**src/rtl/vecalloc_pkg.sv**
```systemverilog
package vecalloc_pkg;

    typedef enum logic [1:0] {
        LT_NONE     = 2'd0,
        LT_LINK     = 2'd1,
        LT_MSG      = 2'd2,
        LT_INTERNAL = 2'd3
    } line_type_e;

    typedef enum logic [1:0] {
        OP_RUN  = 2'd0,
        OP_ONE  = 2'd1,
        OP_FREE = 2'd2,
        OP_LINK = 2'd3
    } alloc_op_e;

    typedef enum logic [2:0] {
        ST_IDLE,
        ST_SCAN_RUN,
        ST_SCAN_ONE,
        ST_GRANT,
        ST_WRITE,
        ST_DONE,
        ST_FAIL
    } seq_state_e;

endpackage

```
**src/rtl/vecalloc_table.sv**
```systemverilog
module vecalloc_table
    import vecalloc_pkg::*;
#(
    parameter int ENTRIES  = 128,
    parameter int RESERVED = 8,
    localparam int IDX_W   = $clog2(ENTRIES)
) (
    input  logic             clk,
    input  logic             rst_n,
    input  logic [IDX_W-1:0] rd_idx,
    output line_type_e       rd_type,
    input  logic             wr_en,
    input  logic [IDX_W-1:0] wr_idx,
    input  line_type_e       wr_type
);

    line_type_e lines [ENTRIES];

    always_ff @(posedge clk) begin
        if (!rst_n) begin
            for (int i = 0; i < ENTRIES; i++) begin
                lines[i] <= (i < RESERVED) ? LT_INTERNAL : LT_NONE;
            end
        end else if (wr_en) begin
            lines[wr_idx] <= wr_type;
        end
    end

    assign rd_type = lines[rd_idx];

endmodule

```
**src/rtl/vecalloc_seq.sv**
```systemverilog
module vecalloc_seq
    import vecalloc_pkg::*;
#(
    parameter int ENTRIES    = 128,
    parameter int RESERVED   = 8,
    parameter int WINDOW_END = 124,
    parameter int KEY_W      = 8,
    localparam int IDX_W     = $clog2(ENTRIES)
) (
    input  logic             clk,
    input  logic             rst_n,
    input  logic             ctrl_present,
    input  logic             req_valid,
    input  alloc_op_e        req_op,
    input  logic [IDX_W-1:0] req_count,
    input  logic [KEY_W-1:0] req_vec,
    output logic             req_ready,
    output logic             rsp_done,
    output logic             rsp_err,
    output logic             grant_valid,
    output logic [IDX_W-1:0] grant_vec,
    output logic [IDX_W-1:0] tbl_rd_idx,
    input  line_type_e       tbl_rd_type,
    output logic             tbl_wr_en,
    output logic [IDX_W-1:0] tbl_wr_idx,
    output line_type_e       tbl_wr_type
);

    localparam logic [IDX_W-1:0] FIRST_I = IDX_W'(RESERVED);
    localparam logic [IDX_W-1:0] LAST_I  = IDX_W'(WINDOW_END);
    localparam logic [IDX_W:0]   END_W   = (IDX_W+1)'(WINDOW_END);
    localparam logic [IDX_W-1:0] ONE_I   = IDX_W'(1);
    localparam logic [KEY_W-1:0] KEY_LIM = KEY_W'(ENTRIES);

    seq_state_e       state_q, state_d;
    alloc_op_e        op_q, op_d;
    logic [IDX_W-1:0] cnt_q, cnt_d;
    logic [KEY_W-1:0] key_q, key_d;
    logic [IDX_W-1:0] base_q, base_d;
    logic [IDX_W-1:0] off_q, off_d;
    logic [IDX_W-1:0] left_q, left_d;

    logic [IDX_W-1:0] probe_idx;
    logic             run_fits;
    logic             key_in_range;

    assign probe_idx    = base_q + off_q;
    assign run_fits     = ({1'b0, base_q} + {1'b0, cnt_q}) < END_W;
    assign key_in_range = key_q < KEY_LIM;

    // state register
    always_ff @(posedge clk) begin
        if (!rst_n) begin
            state_q <= ST_IDLE;
            op_q    <= OP_RUN;
            cnt_q   <= '0;
            key_q   <= '0;
            base_q  <= FIRST_I;
            off_q   <= '0;
            left_q  <= '0;
        end else begin
            state_q <= state_d;
            op_q    <= op_d;
            cnt_q   <= cnt_d;
            key_q   <= key_d;
            base_q  <= base_d;
            off_q   <= off_d;
            left_q  <= left_d;
        end
    end

    // transitions
    always_comb begin
        state_d = state_q;
        op_d    = op_q;
        cnt_d   = cnt_q;
        key_d   = key_q;
        base_d  = base_q;
        off_d   = off_q;
        left_d  = left_q;
        unique case (state_q)
            ST_IDLE: begin
                if (req_valid) begin
                    op_d   = req_op;
                    cnt_d  = req_count;
                    key_d  = req_vec;
                    base_d = FIRST_I;
                    off_d  = '0;
                    if (!ctrl_present) begin
                        state_d = ST_FAIL;
                    end else begin
                        unique case (req_op)
                            OP_RUN:  state_d = (req_count == '0) ? ST_FAIL : ST_SCAN_RUN;
                            OP_ONE:  state_d = ST_SCAN_ONE;
                            default: state_d = ST_WRITE;
                        endcase
                    end
                end
            end
            ST_SCAN_RUN: begin
                if (off_q == '0 && !run_fits) begin
                    state_d = ST_FAIL;
                end else if (tbl_rd_type == LT_NONE) begin
                    if (off_q == cnt_q - ONE_I) begin
                        state_d = ST_GRANT;
                        left_d  = cnt_q;
                    end else begin
                        off_d = off_q + ONE_I;
                    end
                end else begin
                    base_d = probe_idx + ONE_I;
                    off_d  = '0;
                end
            end
            ST_SCAN_ONE: begin
                if (base_q >= LAST_I) begin
                    state_d = ST_FAIL;
                end else if (tbl_rd_type == LT_NONE) begin
                    state_d = ST_GRANT;
                    left_d  = ONE_I;
                end else begin
                    base_d = base_q + ONE_I;
                end
            end
            ST_GRANT: begin
                base_d = base_q + ONE_I;
                left_d = left_q - ONE_I;
                if (left_q == ONE_I) state_d = ST_DONE;
            end
            ST_WRITE: state_d = ST_DONE;
            ST_DONE:  state_d = ST_IDLE;
            ST_FAIL:  state_d = ST_IDLE;
            default:  state_d = ST_IDLE;
        endcase
    end

    // outputs
    always_comb begin
        req_ready   = (state_q == ST_IDLE);
        rsp_done    = (state_q == ST_DONE) || (state_q == ST_FAIL);
        rsp_err     = (state_q == ST_FAIL);
        grant_valid = (state_q == ST_GRANT);
        grant_vec   = base_q;
        tbl_rd_idx  = (state_q == ST_SCAN_RUN) ? probe_idx : base_q;
        tbl_wr_en   = 1'b0;
        tbl_wr_idx  = base_q;
        tbl_wr_type = LT_MSG;
        unique case (state_q)
            ST_GRANT: tbl_wr_en = 1'b1;
            ST_WRITE: begin
                tbl_wr_en   = key_in_range;
                tbl_wr_idx  = key_q[IDX_W-1:0];
                tbl_wr_type = (op_q == OP_FREE) ? LT_NONE : LT_LINK;
            end
            default: tbl_wr_en = 1'b0;
        endcase
    end

endmodule

```
**src/rtl/vecalloc_top.sv**
```systemverilog
module vecalloc_top
    import vecalloc_pkg::*;
#(
    parameter int ENTRIES    = 128,
    parameter int RESERVED   = 8,
    parameter int WINDOW_END = 124,
    parameter int KEY_W      = 8,
    localparam int IDX_W     = $clog2(ENTRIES)
) (
    input  logic             clk,
    input  logic             rst_n,
    input  logic             ctrl_present,
    input  logic             req_valid,
    input  logic [1:0]       req_op,
    input  logic [IDX_W-1:0] req_count,
    input  logic [KEY_W-1:0] req_vec,
    output logic             req_ready,
    output logic             rsp_done,
    output logic             rsp_err,
    output logic             grant_valid,
    output logic [IDX_W-1:0] grant_vec
);

    logic [IDX_W-1:0] rd_idx;
    line_type_e       rd_type;
    logic             wr_en;
    logic [IDX_W-1:0] wr_idx;
    line_type_e       wr_type;

    vecalloc_table #(
        .ENTRIES  (ENTRIES),
        .RESERVED (RESERVED)
    ) u_table (
        .clk     (clk),
        .rst_n   (rst_n),
        .rd_idx  (rd_idx),
        .rd_type (rd_type),
        .wr_en   (wr_en),
        .wr_idx  (wr_idx),
        .wr_type (wr_type)
    );

    vecalloc_seq #(
        .ENTRIES    (ENTRIES),
        .RESERVED   (RESERVED),
        .WINDOW_END (WINDOW_END),
        .KEY_W      (KEY_W)
    ) u_seq (
        .clk          (clk),
        .rst_n        (rst_n),
        .ctrl_present (ctrl_present),
        .req_valid    (req_valid),
        .req_op       (alloc_op_e'(req_op)),
        .req_count    (req_count),
        .req_vec      (req_vec),
        .req_ready    (req_ready),
        .rsp_done     (rsp_done),
        .rsp_err      (rsp_err),
        .grant_valid  (grant_valid),
        .grant_vec    (grant_vec),
        .tbl_rd_idx   (rd_idx),
        .tbl_rd_type  (rd_type),
        .tbl_wr_en    (wr_en),
        .tbl_wr_idx   (wr_idx),
        .tbl_wr_type  (wr_type)
    );

endmodule

```
**config.mk**
```make
export PLATFORM = sky130hd
export DESIGN_NAME = vecalloc_top
export DESIGN_NICKNAME = d
export VERILOG_FILES = /design/src/rtl/vecalloc_pkg.sv /design/src/rtl/vecalloc_table.sv /design/src/rtl/vecalloc_seq.sv /design/src/rtl/vecalloc_top.sv
export SDC_FILE = /design/constraint.sdc
export NUM_CORES = 1
export LEC_CHECK = 0
export BUFFER_PORTS_ARGS = -buffer_cell sky130_fd_sc_hd__buf_4
export CORE_MARGIN = 4
export CORE_UTILIZATION = 63
export DETAILED_ROUTE_END_ITERATION = 6
export GPL_TIMING_DRIVEN = 1
export HOLD_SLACK_MARGIN = 0.02
export MAX_ROUTING_LAYER = met4
export PLACE_DENSITY = 0.91
export SYNTH_ARGS = -nofsm -noshare
export SYNTH_HDL_FRONTEND = slang
export SYNTH_SLANG_ARGS = --single-unit
```
**constraint.sdc**
```tcl
create_clock -name clk -period 4.95 [get_ports clk]
set_input_delay 0.99 -clock clk [delete_from_list [all_inputs] [get_ports clk]]
set_output_delay 0.99 -clock clk [all_outputs]
set_load 0.01 [all_outputs]
```
==> results of run 1 <==
-- final cells by class --
cell class                 count  area (um^2)
fill                        1552         6540
inverter                      22         82.6
tap                          313          392
clock inverter                19          205
timing repair buffer          64          493
clock buffer                  36          795
multi-input combinational   1134         5900
sequential                   297         8510
-- per-layer routing --
| layer | vias to the layer above | wire [um] |
|---|---|---|
| met3 | 225 | 4960 |
| met1 | 5798 | 13900 |
| met5 | - | 0 |
| met4 | 0 | 2190 |
| met2 | 918 | 19200 |
| li1 | 5480 | - |
-- worst register-to-register path, delay by kind of cell, from the launching register on --
family | cells | cell delay [ns]
muxes | 1 | 0.55
AOI/OAI and AO/OA | 5 | 1.48
xor gates and xnor gates | 1 | 0.40
DFF | 1 | 0.36
and+or+nand+nor | 3 | 0.88
buffers and inverters | 1 | 0.30
adders and majority gates | 2 | 0.66
-- path summary, 6_finish.rpt --
check                                   start                            to  slack (ns)  depth (start not counted)
setup / recovery  u_seq.off_q[0]$_SDFFE_PN0P_  u_seq.left_q[4]$_SDFFE_PN0P_        0.22                         13
hold reg to reg   u_seq.key_q[2]$_SDFFE_PN0P_   u_seq.key_q[2]$_SDFFE_PN0P_        0.49                          2
setup reg to reg  u_seq.off_q[0]$_SDFFE_PN0P_  u_seq.left_q[4]$_SDFFE_PN0P_        0.22                         13
hold / removal    u_seq.key_q[2]$_SDFFE_PN0P_   u_seq.key_q[2]$_SDFFE_PN0P_        0.49                          2
-- report_power, final --
| part | switching (W) | internal, W |
|---|---|---|
| clock | 0.000971 | 0.00135 |
| combinational | 0.00149 | 0.000624 |
| sequential | 0.000132 | 0.00285 |
-- cell usage after synthesis (21+ instances only) --
cell / count / share of area
sky130_fd_sc_hd__inv_1: 21 / 0.0053
sky130_fd_sc_hd__nor2_1: 336 / 0.085
sky130_fd_sc_hd__clkbuf_1: 78 / 0.020
sky130_fd_sc_hd__o21ai_0: 28 / 0.0095
sky130_fd_sc_hd__o311ai_0: 25 / 0.015
sky130_fd_sc_hd__edfxtp_1: 256 / 0.52
sky130_fd_sc_hd__nand2_1: 342 / 0.087
sky130_fd_sc_hd__dfxtp_1: 41 / 0.055
sky130_fd_sc_hd__nand3_1: 33 / 0.011
sky130_fd_sc_hd__a21oi_1: 42 / 0.014
sky130_fd_sc_hd__nor3_1: 53 / 0.018
sky130_fd_sc_hd__or3_1: 41 / 0.017
-- registers in the layout, indices dropped and copies added, names as in the netlist --
signal	cells
u_seq.grant_vec	7
u_seq.left_q	7
u_seq.off_q	7
u_seq.op_q	2
u_seq.state_q	3
u_table.lines	256
u_seq.cnt_q	7
u_seq.key_q	8
-- through the flow --
step                      cell area (um^2)  setup WS [ns]  utilization  total power [W]
after floorplan                      14800           1.06            -          0.00444
after global placement               15400          0.512        0.671          0.00499
after detailed placement             15400          0.279        0.671          0.00505
after CTS                            16400          0.211        0.714          0.00734
after global routing                 16400         0.0167        0.715          0.00769
final                                16400          0.220        0.715          0.00742
-- cells by family (layout without fill, tap and decap cells) --
family | count (synthesis) | after routing
flops | 297 | 297
buf+inv | 121 | 141
compound gates | 211 | 211
fa+ha+maj | 19 | 19
simple gates | 856 | 856
xor+xnor | 24 | 24
mux | 24 | 24
-- what timing repair did --
item                       CTS  global route
gates resized for setup      0             1
setup endpoints to repair    0             5
setup buffers                0             0
hold buffers                 0             0
==> Implementation_results.wiki, run 1 <==
{| class="wikitable"
! Metric !! Value
|-
| Status || complete, no violations
|-
| Core Rows || 55
|-
| Count of nets left with antenna violations after detail routing || 0
|-
| Power per cell area || around 450 nW/um^2
|-
| CTS clk-pin slew, worst paths || roughly 0.06 ns
|-
| First drt pass iteration count || 6
|-
| DRC marker count from the first detailed-route iteration || roughly 2000
|-
| Unique masters post-synth || between 70 and 80
|-
| IO Pins || 32
|-
| Total Negative Setup Slacks || 0 ns
|-
| Initial antenna violation count || 0
|-
| Standard cell core area || 22900 um^2
|-
| Count of endpoints failing setup in the final report || 0
|-
| Number of remaining DRC errors || 0
|-
| Number of cells in the finished layout apart from fillers || around 1900
|-
| Met3 track demand over resource in global routing || 0.0661
|-
| Mapped Cells || 1552
|-
| RSZ-0062 raised after global routing || false
|-
| Via count of the first global-routing pass || 12100
|-
| Max Clk Rate || around 0.21 GHz
|-
| Busiest layer in global routing || met2
|-
| GRT Overall Usage || 0.314
|-
| Initial standard-cell utilization of the core || 0.647
|-
| Total placed cells including tap cells || around 1800
|-
| Number of synthesized flops with an enable pin || 256
|-
| Antenna diode count || 0
|-
| Total nets after synthesis || between 1500 and 2000
|-
| Clock tree buffer depth || 3
|-
| Compound-gate portion of the synthesized area || 0.102
|-
| Global-route wire length before repair || 63400 um
|-
| Horiz. Die Dim || about 160 um
|-
| Final setup skew || between 0.02 and 0.025 ns
|-
| Worst Path Arrival || between 5 and 6 ns
|-
| Vias || ~12000
|-
| Post-layout min period || approximately 4.7 ns
|-
| Met1 layer usage reported by global route || 0.385
|-
| Root cell of the clock tree || sky130_fd_sc_hd__clkbuf_16
|-
| Post-synthesis xor/xnor area fraction || 0.0142
|-
| Final Cycle Share || 0.955
|-
| Element type at the critical path end || flip-flop
|-
| Pins over their slew limit || 0
|-
| Dominant combinational cell family by area after synthesis || simple AND/OR/NAND/NOR gates
|-
| Maximum single-stage delay on the critical path || between 0.6 and 0.7 ns
|-
| Placed wire-length estimate after detailed placement || between 20000 and 30000 um
|-
| Post-detailed-routing wire length || a little over 40000 um
|-
| Startpoint class of the critical path || flip-flop
|-
| Setup CP Type || flip-flop to flip-flop
|-
| Clock buffer count from CTS || 31
|-
| Primary FF master, synth || sky130_fd_sc_hd__edfxtp_1
|-
| Simple-Gate Fraction of Synth Area || 0.243
|-
| Clock Sinks || between 200 and 300
|-
| Total global routing overflow || 0
|-
| Port-buffer cells || 31
|-
| Buffer and inverter count on the worst path || 1
|-
| Synth Area per Inst || between 9 and 10 um^2
|-
| Fraction of synthesized area in multiplexers || 0.0175
|-
| Leading cell type in the layout, fill and taps excluded || sky130_fd_sc_hd__nand2_1
|-
| Sequential cell area fraction in the yosys report || 0.574
|-
| Max-cap viol count || 0
|-
| Max transition margin || 0.233
|-
| Routability congestion estimate || approximately 0.94
|-
| Hold Slack || a little under 0.5 ns
|-
| Average detailed-routed wire length per instance || around 21 um
|-
| Die Outline Area || 26000 um^2
|-
| Clock tree from TritonCTS || done
|-
| Die height || between 150 and 200 um
|-
| Number of H-tree branching levels || 1
|-
| Largest fanout on the critical path || 20
|-
| Highest-count cells in the layout ignoring fill and taps || sky130_fd_sc_hd__nand2_1, sky130_fd_sc_hd__nor2_1, sky130_fd_sc_hd__edfxtp_1, sky130_fd_sc_hd__buf_4, sky130_fd_sc_hd__nor3_1
|-
| Maximum number of pins on one net before global-route repair || about 130
|-
| Met2 usage in global routing || 0.508
|-
| Most common cell on crit path || sky130_fd_sc_hd__a211oi_1
|-
| Fraction of layout cells with a size suffix above 1 || 0.0897
|-
| Final nets || ~1600
|-
| WP data required || 5.42 ns
|-
| Relative area change from synthesis to final layout || 10.5%
|-
| Cell leakage power || about 6.2 nW
|-
| Flip-flop and latch count after synthesis || roughly 300
|-
| Routed via count divided by cell count || 6.59
|-
| Slowest stage cell on the critical path || sky130_fd_sc_hd__nor4_2
|-
| Cells along the critical path || ha_1 -> fa_1 -> xor2_1 -> mux2_2 -> buf_4 -> o31ai_1 -> o22a_1 -> a211oi_1 -> nor3_1 -> nor4_2 -> nor2_2 -> a311o_1 -> a211oi_1
|-
| Transition at the pin with the smallest max-transition slack || 1.14 ns
|-
| Fraction of the mapped netlist area in adder cells || 0.0165
|-
| Netlist area before placement || about 15000 um^2
|-
| Clock latency reported for the late side of the worst-skew pair || just under 0.6 ns
|-
| Class of the tightest hold or removal check || flip-flop to flip-flop
|-
| Share of synthesized registers carrying an async set or reset || 0
|-
| Total count of hold-check failures in the final report || 0
|-
| Top Family by Delay on Critical Path || compound AO/OA/AOI/OAI gates
|-
| Ys Warns || 0
|-
| Maximum resistive drop on vdd || about 450 uV
|}
(Power assumes the default switching activity.)
==> run 2: changes to the inputs <==
--- a/config.mk
+++ b/config.mk
@@ -5,6 +5,7 @@
 export SDC_FILE = /design/constraint.sdc
 export NUM_CORES = 1
 export LEC_CHECK = 0
+export ABC_AREA = 1
 export BUFFER_PORTS_ARGS = -buffer_cell sky130_fd_sc_hd__buf_4
 export CORE_MARGIN = 4
 export CORE_UTILIZATION = 63
==> run 2 against run 1 <==
Effect of this change:
- wire length fell by 4.3%
- final area rose by 1.9%
- register-to-register slack improved by 0.48 ns
- critical endpoint unchanged
- largest power group is now combinational cells
==> Implementation_results.wiki, run 2 <==
{| class="wikitable"
! Metric !! Value
|-
| Status || complete, no violations
|-
| Cell leakage power || between 6 and 7 nW
|-
| RSZ-0062 raised after global routing || false
|-
| Unique masters post-synth || 52
|-
| Clock tree buffer depth || 3
|-
| Vias || 12900
|-
| Cells along the critical path || ha_1 -> fa_1 -> nand4_1 -> nand2_1 -> buf_4 -> nand2_1 -> nand3_1 -> nand3_1 -> nand3_1 -> nand3_1 -> nand2_1 -> nand2_1 -> nand3_4 -> nand2_4 -> a21oi_4 -> nand3_1 -> nand2_1 -> nor2_1
|-
| Port-buffer cells || 31
|-
| Total placed cells including tap cells || approximately 2100
|-
| Number of buffers added to fix hold violations after cts || 0
|-
| Setup CP Type || flip-flop to flip-flop
|-
| Synth Area per Inst || about 8.4 um^2
|-
| Transition at the pin with the smallest max-transition slack || approximately 1.1 ns
|-
| Count of endpoints failing setup in the final report || 0
|-
| Slowest stage cell on the critical path || sky130_fd_sc_hd__fa_1
|-
| Fin worst setup slack || 0.700 ns
|-
| Global-route wire length before repair || 61900 um
|-
| Fraction of layout cells with a size suffix above 1 || 0.0763
|-
| GRT Overall Usage || 0.297
|-
| Clock latency reported for the late side of the worst-skew pair || ~0.58 ns
|-
| Highest-count cells in the layout ignoring fill and taps || sky130_fd_sc_hd__nand2_1, sky130_fd_sc_hd__nor2_1, sky130_fd_sc_hd__edfxtp_1, sky130_fd_sc_hd__nand3_1, sky130_fd_sc_hd__inv_1
|-
| Maximum resistive drop on vdd || between 500 and 600 uV
|-
| Horiz. Die Dim || roughly 160 um
|-
| Initial antenna violation count || 0
|-
| Number of synthesized flops with an enable pin || ~260
|-
| Setup slack after placement || 0.876 ns
|-
| Post-detailed-routing wire length || 38500 um
|-
| Most common cell in the synthesized netlist || sky130_fd_sc_hd__nand2_1
|-
| Final nets || 1850
|-
| Clock Sinks || around 300
|-
| Max-cap viol count || 0
|-
| Class of the tightest hold or removal check || flip-flop to flip-flop
|-
| WP data required || 5.40 ns
|-
| Via count of the first global-routing pass || 12700
|-
| Synth top area cells || sky130_fd_sc_hd__edfxtp_1, sky130_fd_sc_hd__nand2_1, sky130_fd_sc_hd__nor2_1
|-
| Largest fanout on the critical path || 28
|-
| Maximum number of pins on one net before global-route repair || approximately 130
|-
| Number of cells in the finished layout apart from fillers || 2153
|-
| Count of nets left with antenna violations after detail routing || 0
|-
| Power per cell area || between 500 and 600 nW/um^2
|-
| DRC marker count from the first detailed-route iteration || 1775
|-
| Root cell of the clock tree || sky130_fd_sc_hd__clkbuf_16
|-
| Placed wire-length estimate after detailed placement || roughly 24000 um
|-
| Register with the highest flop count || u_table.lines
|-
| Max transition margin || 0.289
|-
| Share of synthesized registers carrying an async set or reset || 0
|-
| Number of H-tree branching levels || 1
|-
| Max Clk Rate || between 0.2 and 0.25 GHz
|-
| Top cells by count, synth || sky130_fd_sc_hd__nand2_1, sky130_fd_sc_hd__nor2_1, sky130_fd_sc_hd__edfxtp_1
|-
| Die Outline Area || about 27000 um^2
|-
| Area share of the largest cell type after synthesis || 0.503
|-
| Relative area change from synthesis to final layout || 9.14%
|-
| CTS clk-pin slew, worst paths || 0.06 ns
|-
| Startpoint class of the critical path || flip-flop
|-
| Total count of hold-check failures in the final report || 0
|-
| Maximum single-stage delay on the critical path || 0.61 ns
|-
| IO Pins || 32
|-
| Netlist area before placement || about 15000 um^2
|-
| Cts repair resizes || 0
|-
| Final setup skew || around 0.024 ns
|-
| Standard cell core area || about 24000 um^2
|-
| Placed inst area || 15700 um^2
|-
| Post CTS Setup Buffer Count || 0
|-
| Non-Filler Cell Area, Final || 16700 um^2
|-
| Total global routing overflow || 0
|-
| Flip-flop and latch count after synthesis || ~300
|-
| Total nets after synthesis || roughly 1900
|-
| Clock buffer count from CTS || 30
|-
| Final Cycle Share || 0.859
|-
| Die height || roughly 160 um
|-
| Post-synth top area cell || sky130_fd_sc_hd__edfxtp_1
|-
| Top Registers || u_table.lines x256, u_seq.key_q x8
|-
| Element type at the critical path end || flip-flop
|-
| Routed via count divided by cell count || 6.00
|-
| Clock tree from TritonCTS || done
|-
| Leading cell type in the layout, fill and taps excluded || sky130_fd_sc_hd__nand2_1
|-
| Routability congestion estimate || 0.907
|-
| Number of flip-flops in the largest register || 256
|-
| First drt pass iteration count || 7
|-
| Primary FF master, synth || sky130_fd_sc_hd__edfxtp_1
|-
| Pins over their slew limit || 0
|-
| Ys Warns || 0
|-
| Core Rows || 56
|-
| Overall power || about 0.009 W
|-
| Number of remaining DRC errors || 0
|-
| Worst Path Arrival || about 4.7 ns
|-
| Mapped Cells || between 1500 and 2000
|-
| Antenna diode count || 0
|-
| Total Negative Setup Slacks || 0 ns
|-
| Filler cell count || ~1700
|-
| Post-layout min period || roughly 4.3 ns
|-
| Initial standard-cell utilization of the core || 0.646
|-
| Average detailed-routed wire length per instance || roughly 18 um
|-
| Sequential cell area fraction in the yosys report || 0.556
|}
## run 2: changes by cell type in the layout (fill, tap and decap cells not counted), sizes merged, moves of 10 or more
cell and change:
a211oi -10, a31oi -15, buf -13, inv +70, mux2i -17, nand2 +158
nand3 +156, nor2 +119, nor3 -34, o21ai +21, o311ai -25, or3 -41
## run 2: worst max-delay path: cells and delay by family, from the launching register on
family          cells  cell delay, ns
simple gates       14            2.10
fa+ha+maj           2            0.89
buf+inv             1            0.44
compound gates      1            0.32
flops               1            0.38
## run 2: kinds of logic (layout without fill, tap and decap cells)
| family | count (synthesis) | in the layout | share of synthesized area |
|---|---|---|---|
| AND/OR/NAND/NOR | 1186 | 1186 | 0.322 |
| adder cells (fa/ha/maj) | 19 | 19 | 0.0160 |
| AO/OA/AOI/OAI | 114 | 114 | 0.0422 |
| XOR/XNOR | 19 | 19 | 0.0109 |
| flip-flops | 297 | 297 | 0.556 |
| buffers and inverters | 181 | 198 | 0.0520 |
| multiplexers | 1 | 1 | 0.000654 |
## run 2: stage by stage
stage               utilization  hold WS [ns]
global route              0.705         0.484
global placement          0.662         0.440
detailed placement        0.662         0.445
floorplan                     -         0.425
CTS                       0.705         0.453
finish                    0.705         0.458
## run 2: cell type report
cell class / instances / area (um^2) / share of cell area
Inverter: 91 / 347 / 0.0208
Clock buffer: 36 / 793 / 0.0475
Clock inverter: 20 / 218 / 0.0130
Sequential cell: 297 / 8510 / 0.510
Multi-Input combinational cell: 1339 / 6010 / 0.360
Timing Repair Buffer: 51 / 420 / 0.0252
Tap cell: 319 / 399 / 0.0239
## run 2: layer usage
metal  global-route usage  vias to the layer above  routed length [um]
met1                0.378                     5939               13800
li1                     -                     5995                   -
met3               0.0442                      152                4680
met4                0.105                        0                1280
met2                0.490                      836               18800
met5                    -                        -                   0
## run 2: power by group
group | total (W) | switching (W) | internal, W | leakage [nW]
clock network | 0.00233 | 0.000975 | 0.00135 | 0.492
registers | 0.00309 | 0.000190 | 0.00290 | 2.92
logic | 0.00371 | 0.00267 | 0.00105 | 3.42
## run 2: final timing paths
kind / startpoint / to / slack (ns) / depth (start not counted)
hold reg to reg: u_seq.key_q[7]$_SDFFE_PN0P_ / u_seq.key_q[7]$_SDFFE_PN0P_ / 0.46 / 2
setup / recovery: u_seq.grant_vec[0]$_SDFFE_PN0P_ / u_seq.left_q[4]$_SDFFE_PN0P_ / 0.70 / 18
setup reg to reg: u_seq.grant_vec[0]$_SDFFE_PN0P_ / u_seq.left_q[4]$_SDFFE_PN0P_ / 0.70 / 18
hold / removal: u_seq.key_q[7]$_SDFFE_PN0P_ / u_seq.key_q[7]$_SDFFE_PN0P_ / 0.46 / 2
